--- src/rtl/pps_pkg.sv ---
package pps_pkg;

  localparam int ADDR_W    = 8;
  localparam int DATA_W    = 16;
  localparam int N_STEPS   = 14;
  localparam int UP_FIRST  = 0;
  localparam int DN_FIRST  = 10;
  localparam int N_WAKE    = 3;

  typedef struct packed {
    logic [ADDR_W-1:0] reg_addr;
    logic [1:0]        nbytes;
    logic [DATA_W-1:0] payload;
    logic              hold_ms;
    logic              is_last;
  } step_t;

  function automatic step_t mk(input logic [ADDR_W-1:0] a, input logic [1:0] n,
                               input logic [DATA_W-1:0] d, input logic h, input logic l);
    step_t s;
    s.reg_addr = a;
    s.nbytes   = n;
    s.payload  = d;
    s.hold_ms  = h;
    s.is_last  = l;
    return s;
  endfunction

  // Script contents: wake-up steps first, sleep steps from DN_FIRST.
  function automatic step_t step_at(input int unsigned i);
    case (i)
      0, 1, 2: return mk(8'h00, 2'd0, 16'h0000, 1'b1, 1'b0);
      3:       return mk(8'hB0, 2'd1, 16'h0017, 1'b0, 1'b0);
      4:       return mk(8'hBC, 2'd1, 16'h0080, 1'b0, 1'b0);
      5:       return mk(8'h3B, 2'd1, 16'h0000, 1'b0, 1'b0);
      6:       return mk(8'hB0, 2'd1, 16'h0016, 1'b0, 1'b0);
      7:       return mk(8'hB8, 2'd2, 16'hFFF9, 1'b0, 1'b0);
      8:       return mk(8'h11, 2'd0, 16'h0000, 1'b0, 1'b0);
      9:       return mk(8'h29, 2'd0, 16'h0000, 1'b0, 1'b1);
      10:      return mk(8'h28, 2'd0, 16'h0000, 1'b0, 1'b0);
      11:      return mk(8'hB8, 2'd2, 16'h8002, 1'b0, 1'b0);
      12:      return mk(8'h10, 2'd0, 16'h0000, 1'b0, 1'b0);
      13:      return mk(8'hB0, 2'd1, 16'h0000, 1'b0, 1'b1);
      default: return mk(8'h00, 2'd0, 16'h0000, 1'b0, 1'b1);
    endcase
  endfunction

endpackage

--- src/rtl/pps_script_rom.sv ---
module pps_script_rom
  import pps_pkg::*;
#(
  parameter int IDX_W = 4
) (
  input  logic [IDX_W-1:0] idx,
  output step_t            step
);

  assign step = step_at(int'(idx));

endmodule

--- src/rtl/pps_ms_timer.sv ---
module pps_ms_timer #(
  parameter int CYC_PER_MS = 50000,
  parameter int WAIT_MS    = 1
) (
  input  logic clk,
  input  logic rst,
  input  logic start,
  output logic expired
);

  localparam int LIM = CYC_PER_MS * WAIT_MS;
  localparam int CW  = $clog2(LIM + 1);

  logic [CW-1:0] cnt;
  logic          running;

  always_ff @(posedge clk) begin
    if (rst) begin
      cnt     <= '0;
      running <= 1'b0;
      expired <= 1'b0;
    end else begin
      expired <= 1'b0;
      if (start) begin
        running <= 1'b1;
        cnt     <= '0;
      end else if (running) begin
        if (cnt == CW'(LIM - 1)) begin
          running <= 1'b0;
          expired <= 1'b1;
        end else begin
          cnt <= cnt + 1'b1;
        end
      end
    end
  end

  // a pause in progress cannot end before its count is reached
  p_pause_runs_r4: assert property (@(posedge clk) disable iff (rst)
    (running && !start && cnt != CW'(LIM - 1)) |=> (running && !expired));

endmodule

--- src/rtl/panel_pwr_seq.sv ---
module panel_pwr_seq
  import pps_pkg::*;
#(
  parameter int CYC_PER_MS = 50000,
  parameter int WAIT_MS    = 1
) (
  input  logic              clk,
  input  logic              rst,
  input  logic              pwr_up_req,
  input  logic              pwr_dn_req,
  output logic              wr_req,
  output logic [ADDR_W-1:0] wr_addr,
  output logic [1:0]        wr_len,
  output logic [DATA_W-1:0] wr_data,
  input  logic              wr_done,
  input  logic              wr_err,
  output logic              panel_on,
  output logic              seq_err
);

  localparam int IDX_W = $clog2(N_STEPS);

  typedef enum logic [1:0] {S_IDLE, S_LOAD, S_ACK, S_WAIT} st_t;

  st_t              st;
  logic [IDX_W-1:0] idx;
  step_t            cur;
  logic             going_up;
  logic             err_acc;
  logic             in_wake;
  logic             tmr_go;
  logic             tmr_exp;
  logic             step_done;
  logic             abort_now;

  pps_script_rom #(.IDX_W(IDX_W)) u_rom (
    .idx  (idx),
    .step (cur)
  );

  pps_ms_timer #(.CYC_PER_MS(CYC_PER_MS), .WAIT_MS(WAIT_MS)) u_tmr (
    .clk     (clk),
    .rst     (rst),
    .start   (tmr_go),
    .expired (tmr_exp)
  );

  assign in_wake   = going_up && (int'(idx) < UP_FIRST + N_WAKE);
  assign abort_now = (st == S_ACK) && wr_done && wr_err && in_wake;
  assign tmr_go    = (st == S_ACK) && wr_done && !abort_now && cur.hold_ms;
  assign step_done = ((st == S_ACK) && wr_done && !cur.hold_ms) ||
                     ((st == S_WAIT) && tmr_exp);

  always_ff @(posedge clk) begin
    if (rst) begin
      st       <= S_IDLE;
      idx      <= '0;
      going_up <= 1'b0;
      err_acc  <= 1'b0;
      wr_req   <= 1'b0;
      wr_addr  <= '0;
      wr_len   <= '0;
      wr_data  <= '0;
      panel_on <= 1'b0;
      seq_err  <= 1'b0;
    end else begin
      case (st)
        S_IDLE: begin
          if (pwr_up_req && !panel_on) begin
            going_up <= 1'b1;
            idx      <= IDX_W'(UP_FIRST);
            err_acc  <= 1'b0;
            seq_err  <= 1'b0;
            st       <= S_LOAD;
          end else if (pwr_dn_req && panel_on) begin
            going_up <= 1'b0;
            idx      <= IDX_W'(DN_FIRST);
            err_acc  <= 1'b0;
            seq_err  <= 1'b0;
            st       <= S_LOAD;
          end
        end
        S_LOAD: begin
          wr_req  <= 1'b1;
          wr_addr <= cur.reg_addr;
          wr_len  <= cur.nbytes;
          wr_data <= cur.payload;
          st      <= S_ACK;
        end
        S_ACK: begin
          if (wr_done) begin
            wr_req <= 1'b0;
            if (abort_now) begin
              seq_err <= 1'b1;
              st      <= S_IDLE;
            end else begin
              err_acc <= err_acc | wr_err;
              if (cur.hold_ms) st <= S_WAIT;
            end
          end
        end
        default: ;
      endcase

      if (step_done) begin
        if (cur.is_last) begin
          st       <= S_IDLE;
          panel_on <= going_up;
          seq_err  <= err_acc | ((st == S_ACK) && wr_err);
        end else begin
          idx <= idx + 1'b1;
          st  <= S_LOAD;
        end
      end
    end
  end

  // request fields stay put until the writer completes
  p_req_hold_r2: assert property (@(posedge clk) disable iff (rst)
    (wr_req && !wr_done) |=> (wr_req && $stable(wr_addr) && $stable(wr_len) && $stable(wr_data)));

  // nothing is requested while a pause runs
  p_quiet_pause_r4: assert property (@(posedge clk) disable iff (rst)
    (st == S_WAIT) |-> !wr_req);

  // an opening-write failure returns to idle with the error raised
  p_abort_r5: assert property (@(posedge clk) disable iff (rst)
    abort_now |=> (st == S_IDLE && !panel_on && seq_err && !wr_req));

  // the error flag only rises as a run ends
  p_err_at_end_r6: assert property (@(posedge clk) disable iff (rst)
    $rose(seq_err) |-> (st == S_IDLE));

  // the panel becomes active only right after the display-on write
  p_on_after_display_r7: assert property (@(posedge clk) disable iff (rst)
    $rose(panel_on) |-> (wr_addr == 8'h29 && !wr_req));

  // the panel drops out only after the last sleep write
  p_off_after_sleep_r8: assert property (@(posedge clk) disable iff (rst)
    $fell(panel_on) |-> (wr_addr == 8'hB0 && wr_data == '0 && !wr_req));

endmodule

--- config.mk ---
export PLATFORM = sky130hd
export DESIGN_NAME = panel_pwr_seq
export DESIGN_NICKNAME = d
export VERILOG_FILES = /design/src/rtl/pps_pkg.sv /design/src/rtl/pps_script_rom.sv /design/src/rtl/pps_ms_timer.sv /design/src/rtl/panel_pwr_seq.sv
export SDC_FILE = /design/constraint.sdc
export NUM_CORES = 1
export LEC_CHECK = 0
export CORE_AREA = 4 4 70 97
export CTS_CLUSTER_DIAMETER = 100
export DETAILED_ROUTE_END_ITERATION = 12
export DIE_AREA = 0 0 74 101
export PLACE_DENSITY_LB_ADDON = 0.05
export SYNTH_ARGS = -nofsm -noshare
export SYNTH_HDL_FRONTEND = slang
export SYNTH_SLANG_ARGS = --single-unit
--- constraint.sdc ---
create_clock -name clk -period 2.4 [get_ports clk]
set_input_delay 0.72 -clock clk [delete_from_list [all_inputs] [get_ports clk]]
set_output_delay 0.72 -clock clk [all_outputs]
set_load 0.05 [all_outputs]
==> summary.md, run 1 <==
| Metric | Value |
|---|---|
| Sequential power share | 42.4% |
| Clk sinks | 61 |
| Final setup viols | 0 |
| WL/cell | 13.6 microns |
| Hpwl dp | 4.42 mm |
| Static Leak | 1.51 nW |
| Worst setup EP type | output port |
| Crit-path max cell delay | 0.85 ns |
| Netlist cell types | 58 |
| Routability cong. | 0.851 |
| CTS Buf Count | 9 |
| FP Rows | 33 |
| P per Cell Area | 686 nW/um^2 |
| Final ANT Viol Nets | 0 |
| Clock Path Buffers | 2 |
| Die area | 7470 sq um |
| Post-synth top cells | 61 x dfxtp_1, 43 x nor2_1, 18 x nand2_1 |
| Family with the most delay on the worst path | buffers and inverters |
| Peak VDD IR | 0.448 mV |
| Max-Cap Viols | 0 |
| Cell breakdown of the critical path | clkdlybuf4s50_1 |
| FF-to-FF path depth | 8 |
| Hold slack | 0.467 ns |
| Die X | 74 microns |
| Mapped Area | 2870 sq um |
| Worst-Margin Slew | 0.554 ns |
| Gate Count Post-Synth | 309 |
| CTS tree | built |
| Startpoint class of the critical path | flop |
| Top-count cell post-synth | dfxtp_1 |
| Outcome | finished, final reports clean |
| Initial Util | 48.6% |
| CTS clk-pin slew, worst paths | 0.07 ns |
| Post-synth EDFFs | 0 |
| Worst Path Max Fanout | 7 |
| Setup bufs post-CTS | 0 |
| Final Hold Vio Count | 0 |
| Fin. max-slew vios | 0 |
| Top_reg_cell synth | dfxtp_1 |
| Height of the die | 101 microns |
| Final core area utilization | 61.7% |
| Crit path from | panel_on |
| Clk_lat worst skew | 0.34 ns |
| Pre-Repair DR Iteration Count | 4 |
| CP max-delay cell | clkdlybuf4s50_1 |
| Cell Int Power | 0.00183 W |
| Reg-to-Reg Start | st[0] |
| Rel. slew slack | 62.7% |
| Worst setup path endpoint | panel_on |
| Top-Level Pins | 35 |
| Clk pwr share | 40.5% |
| Root buffer cell | clkbuf_8 |
| Final Skew | 0.00923 ns |
| Synth Net Count | 326 |
| Crit path kind | reg -> out |
| Post-synth ARST share | 0% |
| H-tree Lvls | 3 |
| IO Port Bufs | 33 |
| Avg Cell Area, Syn | 9.28 sq um |
| WL final | 5.99 mm |
| Worst hold path type | reg -> reg |
| RR Endpoint | u_rom.step[24] |
| Core ar. | 5900 sq um |
| Largest net degree at the start of global routing | 18 |
| First-pass GRT wire length | 10.3 mm |
| Seq cells post-synth | 61 |
| Setup slack, reg-to-reg | 0.16 ns |
| Final period demand of the worst path | 2.35 ns |
| 1st-iter DRT viols | 78 |
| Top-area cell type share of the netlist area | 42.6% |
| DRC violations left | 0 |
| Fmax | 0.426 GHz |
| Largest area contributor in the synthesized netlist | dfxtp_1 |
| Crit share post-route | 97.7% |
| Cell count along the critical path | 1 |
| GRT Resource Usage Total | 17.8% |
| Grt total ovfl | 0 |
| Final nets | 383 |
| WP data arrival | 1.63 ns |
| Post-synthesis sequential area ratio | 42.6% |
| ANT cells | 0 |
| Switching share of power | 26.5% |
| Buf+Inv Stages, Crit Path | 1 |
| Initial antenna violation count | 0 |
| Fraction of layout cells with a size suffix above 1 | 21.6% |
| Gate power share | 17.1% |
| Total vias in the final route | 2255 |
| Top cells by area, synth | dfxtp_1 43%, mux2i_1 5.9%, nor2_1 5.6%, ha_1 4.8%, xor2_1 3.7% |
| Number of global-route vias before repair | 2243 |
| Sw power | 0.000663 W |
| Routed vias/inst | 5.11 |
| WP data required | 1.68 ns |
| Area grow syn2layout | 27.0% |
| Ys Warns | 0 |
==> how the worst min path moves through the flow <==
stage	slack [ns]	startpoint	end	cells after the start
final	0.47	u_rom.step[16]	wr_data[14]	2
after global routing	0.50	u_rom.step[16]	wr_data[14]	2
after CTS	0.47	u_rom.step[16]	wr_data[14]	2
after detailed placement	0.46	u_rom.step[16]	wr_data[14]	2
after global placement	0.45	u_rom.step[2]	wr_data[0]	2
after floorplan	0.44	u_rom.step[20]	wr_addr[0]	2
==> power by group through the flow <==
stage	Combinational, W	Clock [W]	Sequential (W)
after global routing	0.000466	0.00109	0.00106
final	0.000428	0.00101	0.00106
after detailed placement	0.000415	0	0.00108
after global placement	0.000415	0	0.00108
after floorplan	0.000283	0	0.00109
after CTS	0.000421	0.00104	0.00106
==> cells by family after synthesis <==
| logic type | count (synthesis) | synth area share [%] |
|---|---|---|
| compound gates | 48 | 12.4 |
| xor+xnor | 16 | 4.89 |
| fa+ha+maj | 11 | 4.80 |
| buf+inv | 37 | 7.24 |
| flops | 61 | 42.6 |
| mux | 19 | 6.98 |
| other cells | 1 | 0.131 |
| simple gates | 116 | 20.9 |
==> registers in the layout, summed over array words and instances (netlist names) <==
register	count
panel_on	1
idx	4
u_tmr.running	1
wr_req	1
u_rom.step	17
seq_err	1
u_tmr.expired	1
err_acc	1
u_tmr.cnt	16
going_up	1
st	2
wr_addr	7
wr_len	2
wr_data	6
==> per-layer routing <==
| metal | wire length [microns] | GRT usage [%] |
|---|---|---|
| met5 | 0 | 0 |
| met4 | 201 | 9.48 |
| met3 | 240 | 4.39 |
| met2 | 2850 | 28.3 |
| met1 | 2700 | 21.8 |
==> placed cells by master (no fill, tap or decap), types with 3 or more instances in the layout <==
| cell type | instances |
|---|---|
| a211oi_1 | 3 |
| a211oi_2 | 3 |
| a21oi_1 | 17 |
| and2_1 | 3 |
| and3_1 | 3 |
| buf_4 | 44 |
| clkbuf_8 | 10 |
| clkdlybuf4s50_1 | 20 |
| dfxtp_1 | 60 |
| ha_1 | 10 |
| inv_1 | 15 |
| mux2i_1 | 17 |
| nand2_1 | 18 |
| nand2b_1 | 3 |
| nand3_1 | 12 |
| nand4_1 | 6 |
| nor2_1 | 42 |
| nor2b_1 | 4 |
| nor3_1 | 4 |
| o21ai_0 | 3 |
| or3_1 | 3 |
| xnor2_1 | 4 |
| xor2_1 | 12 |
==> final cells by class <==
cell class / instances / area, sq um
fill: 532 / 2260
multi-input combinational: 211 / 1470
sequential: 61 / 1220
timing repair buffer: 68 / 584
clock buffer: 10 / 138
tap: 70 / 87.6
clock inverter: 6 / 86.3
inverter: 15 / 56.3
==> stage by stage <==
stage	TNS [ns]	setup slack, ns	power [W]	instance area [sq um]	cells
2_1_floorplan	0	0.0180	0.00138	2870	309
3_3_place_gp	-5.92	-0.425	0.00150	3390	425
3_5_place_dp	-6.41	-0.467	0.00150	3390	425
4_1_cts	0	0.0269	0.00252	3620	441
5_1_grt	-0.00395	-0.00395	0.00262	3640	441
6_report	0	0.0546	0.00250	3640	441
==> timing repair <==
item / in CTS / in global routing
resized for setup: 3 / 5
cloned: 0 / 0
endpoints found under the setup margin: 7 / 12
pin swaps: 0 / 2
hold buffers: 0 / 0
Power figures use the tool's default switching activity.
==> inputs of run 2 (changes only) <==
--- a/config.mk
+++ b/config.mk
@@ -9,7 +9,7 @@
 export CTS_CLUSTER_DIAMETER = 100
 export DETAILED_ROUTE_END_ITERATION = 12
 export DIE_AREA = 0 0 74 101
-export PLACE_DENSITY_LB_ADDON = 0.05
+export PLACE_DENSITY = 0.83
 export SYNTH_ARGS = -nofsm -noshare
 export SYNTH_HDL_FRONTEND = slang
 export SYNTH_SLANG_ARGS = --single-unit
==> summary.md, run 2 (synthesized netlist as in run 1, its figures left out) <==
| Metric | Value |
|---|---|
| WP data required | 1.68 ns |
| GRT Resource Usage Total | 19.0% |
| FP Rows | 33 |
| WL/cell | 14.6 microns |
| 1st-iter DRT viols | 59 |
| Cell count along the critical path | 1 |
| Worst setup EP type | output port |
| Initial Util | 48.6% |
| Sequential power share | 39.0% |
| Crit-path max cell delay | 0.84 ns |
| CTS Buf Count | 9 |
| Clk_lat worst skew | 0.34 ns |
| Setup TNS | 0 ns |
| Clk sinks | 61 |
| Crit path kind | reg -> out |
| Hpwl dp | 4.61 mm |
| WL final | 6.52 mm |
| CTS tree | built |
| Cell Int Power | 0.00203 W |
| Buf+Inv Stages, Crit Path | 1 |
| P per Cell Area | 730 nW/um^2 |
| Routed vias/inst | 5.42 |
| Sw power | 0.000691 W |
| Total vias in the final route | 2417 |
| Total power | 0.00272 W |
| Area grow syn2layout | 29.8% |
| Clk pwr share | 45.2% |
| Initial antenna violation count | 0 |
| Gate power share | 15.8% |
| Fmax | 0.431 GHz |
| Worst-Margin Slew | 0.538 ns |
| Max reg flops | 17 |
| Clock Path Buffers | 2 |
| Largest net degree at the start of global routing | 18 |
| Fraction of layout cells with a size suffix above 1 | 23.7% |
| Post-route insts no fill | 446 |
| Number of global-route vias before repair | 2442 |
| Final setup viols | 0 |
| Die area | 7470 sq um |
| H-tree Lvls | 3 |
| ANT cells | 0 |
| Routability cong. | 0.837 |
| Final nets | 388 |
| DRC violations left | 0 |
| Static Leak | 1.56 nW |
| Cell breakdown of the critical path | clkdlybuf4s50_1 |
| FF-to-FF path depth | 9 |
| Startpoint class of the critical path | flop |
| RSZ-0062 raised after global routing | false |
| Final Skew | 0.00722 ns |
| CP max-delay cell | clkdlybuf4s50_1 |
| CTS clk-pin slew, worst paths | 0.07 ns |
| Hold path cells | 2 |
| IO Port Bufs | 33 |
| Peak VDD IR | 0.413 mV |
| Grt total ovfl | 0 |
| Root buffer cell | clkbuf_8 |
| Rel. slew slack | 63.8% |
| Crit share post-route | 96.7% |
| Family with the most delay on the worst path | buffers and inverters |
| Die X | 74 microns |
| Pre-Repair DR Iteration Count | 5 |
| Final Hold Vio Count | 0 |
| Fin. max-slew vios | 0 |
| Final period demand of the worst path | 2.32 ns |
| WP data arrival | 1.60 ns |
| Core ar. | 5900 sq um |
| Worst Path Max Fanout | 7 |
| Switching share of power | 25.4% |
| Commonest non-fill, non-tap cell in the layout | dfxtp_1 |
| Max-Cap Viols | 0 |
| First-pass GRT wire length | 10.8 mm |
| Dpl cells | 428 |
| Outcome | finished, final reports clean |
| Top-Level Pins | 35 |
| Height of the die | 101 microns |
| Worst hold path type | reg -> reg |
| Final ANT Viol Nets | 0 |
| Most frequent cells in the layout | 59 x dfxtp_1, 50 x buf_4, 42 x nor2_1, 20 x clkdlybuf4s50_1, 18 x nand2_1 |
-- run 2: power by group through the flow --
stage	registers (W)	clock network, W	logic (W)
floorplan	0.00109	0	0.000283
global placement	0.00108	0	0.000405
detailed placement	0.00108	0	0.000420
CTS	0.00106	0.00125	0.000424
global route	0.00106	0.00130	0.000468
finish	0.00106	0.00123	0.000430
-- run 2: cell type report --
cell class	count	area, sq um
well taps	70	87.6
flip-flops and latches	61	1220
inverters	15	56.3
clock inverters	7	146
clock buffers	9	124
fillers	470	2180
multi-input cells	211	1480
repair buffers	73	609
-- run 2: path summary, 6_finish.rpt --
path	from	to	slack, ns
max reg2reg	st[0]	u_rom.step[24]	0.11
min	u_rom.step[2]	wr_data[0]	0.47
min reg2reg	u_rom.step[2]	wr_data[0]	0.47
max	panel_on	panel_on	0.08
-- run 2: timing repair --
action	4_1_cts	5_1_grt
setup endpoints to repair	8	10
hold buffers	0	0
pin swaps	3	0
resized for setup	6	6
setup buffers	2	0
-- run 2: through the flow --
step	utilization [%]	cell area [sq um]	setup slack, ns	hold slack (ns)
global route	63.0	3720	0.00384	0.490
CTS	62.7	3700	0.00966	0.475
global placement	57.6	3400	-0.383	0.444
finish	63.0	3720	0.0797	0.470
detailed placement	57.6	3400	-0.480	0.460
floorplan	-	2870	0.0180	0.440
-- run 2: routing by layer --
layer | routed length [microns] | share of wire, % | vias to the layer above | GRT usage (%)
met2 | 3570 | 55 | 55 | 33.6
li1 | - | - | 1184 | -
met1 | 2520 | 39 | 1158 | 20.1
met3 | 208 | 3.2 | 20 | 4.59
met5 | 0 | 0 | - | 0
met4 | 217 | 3.3 | 0 | 10.5
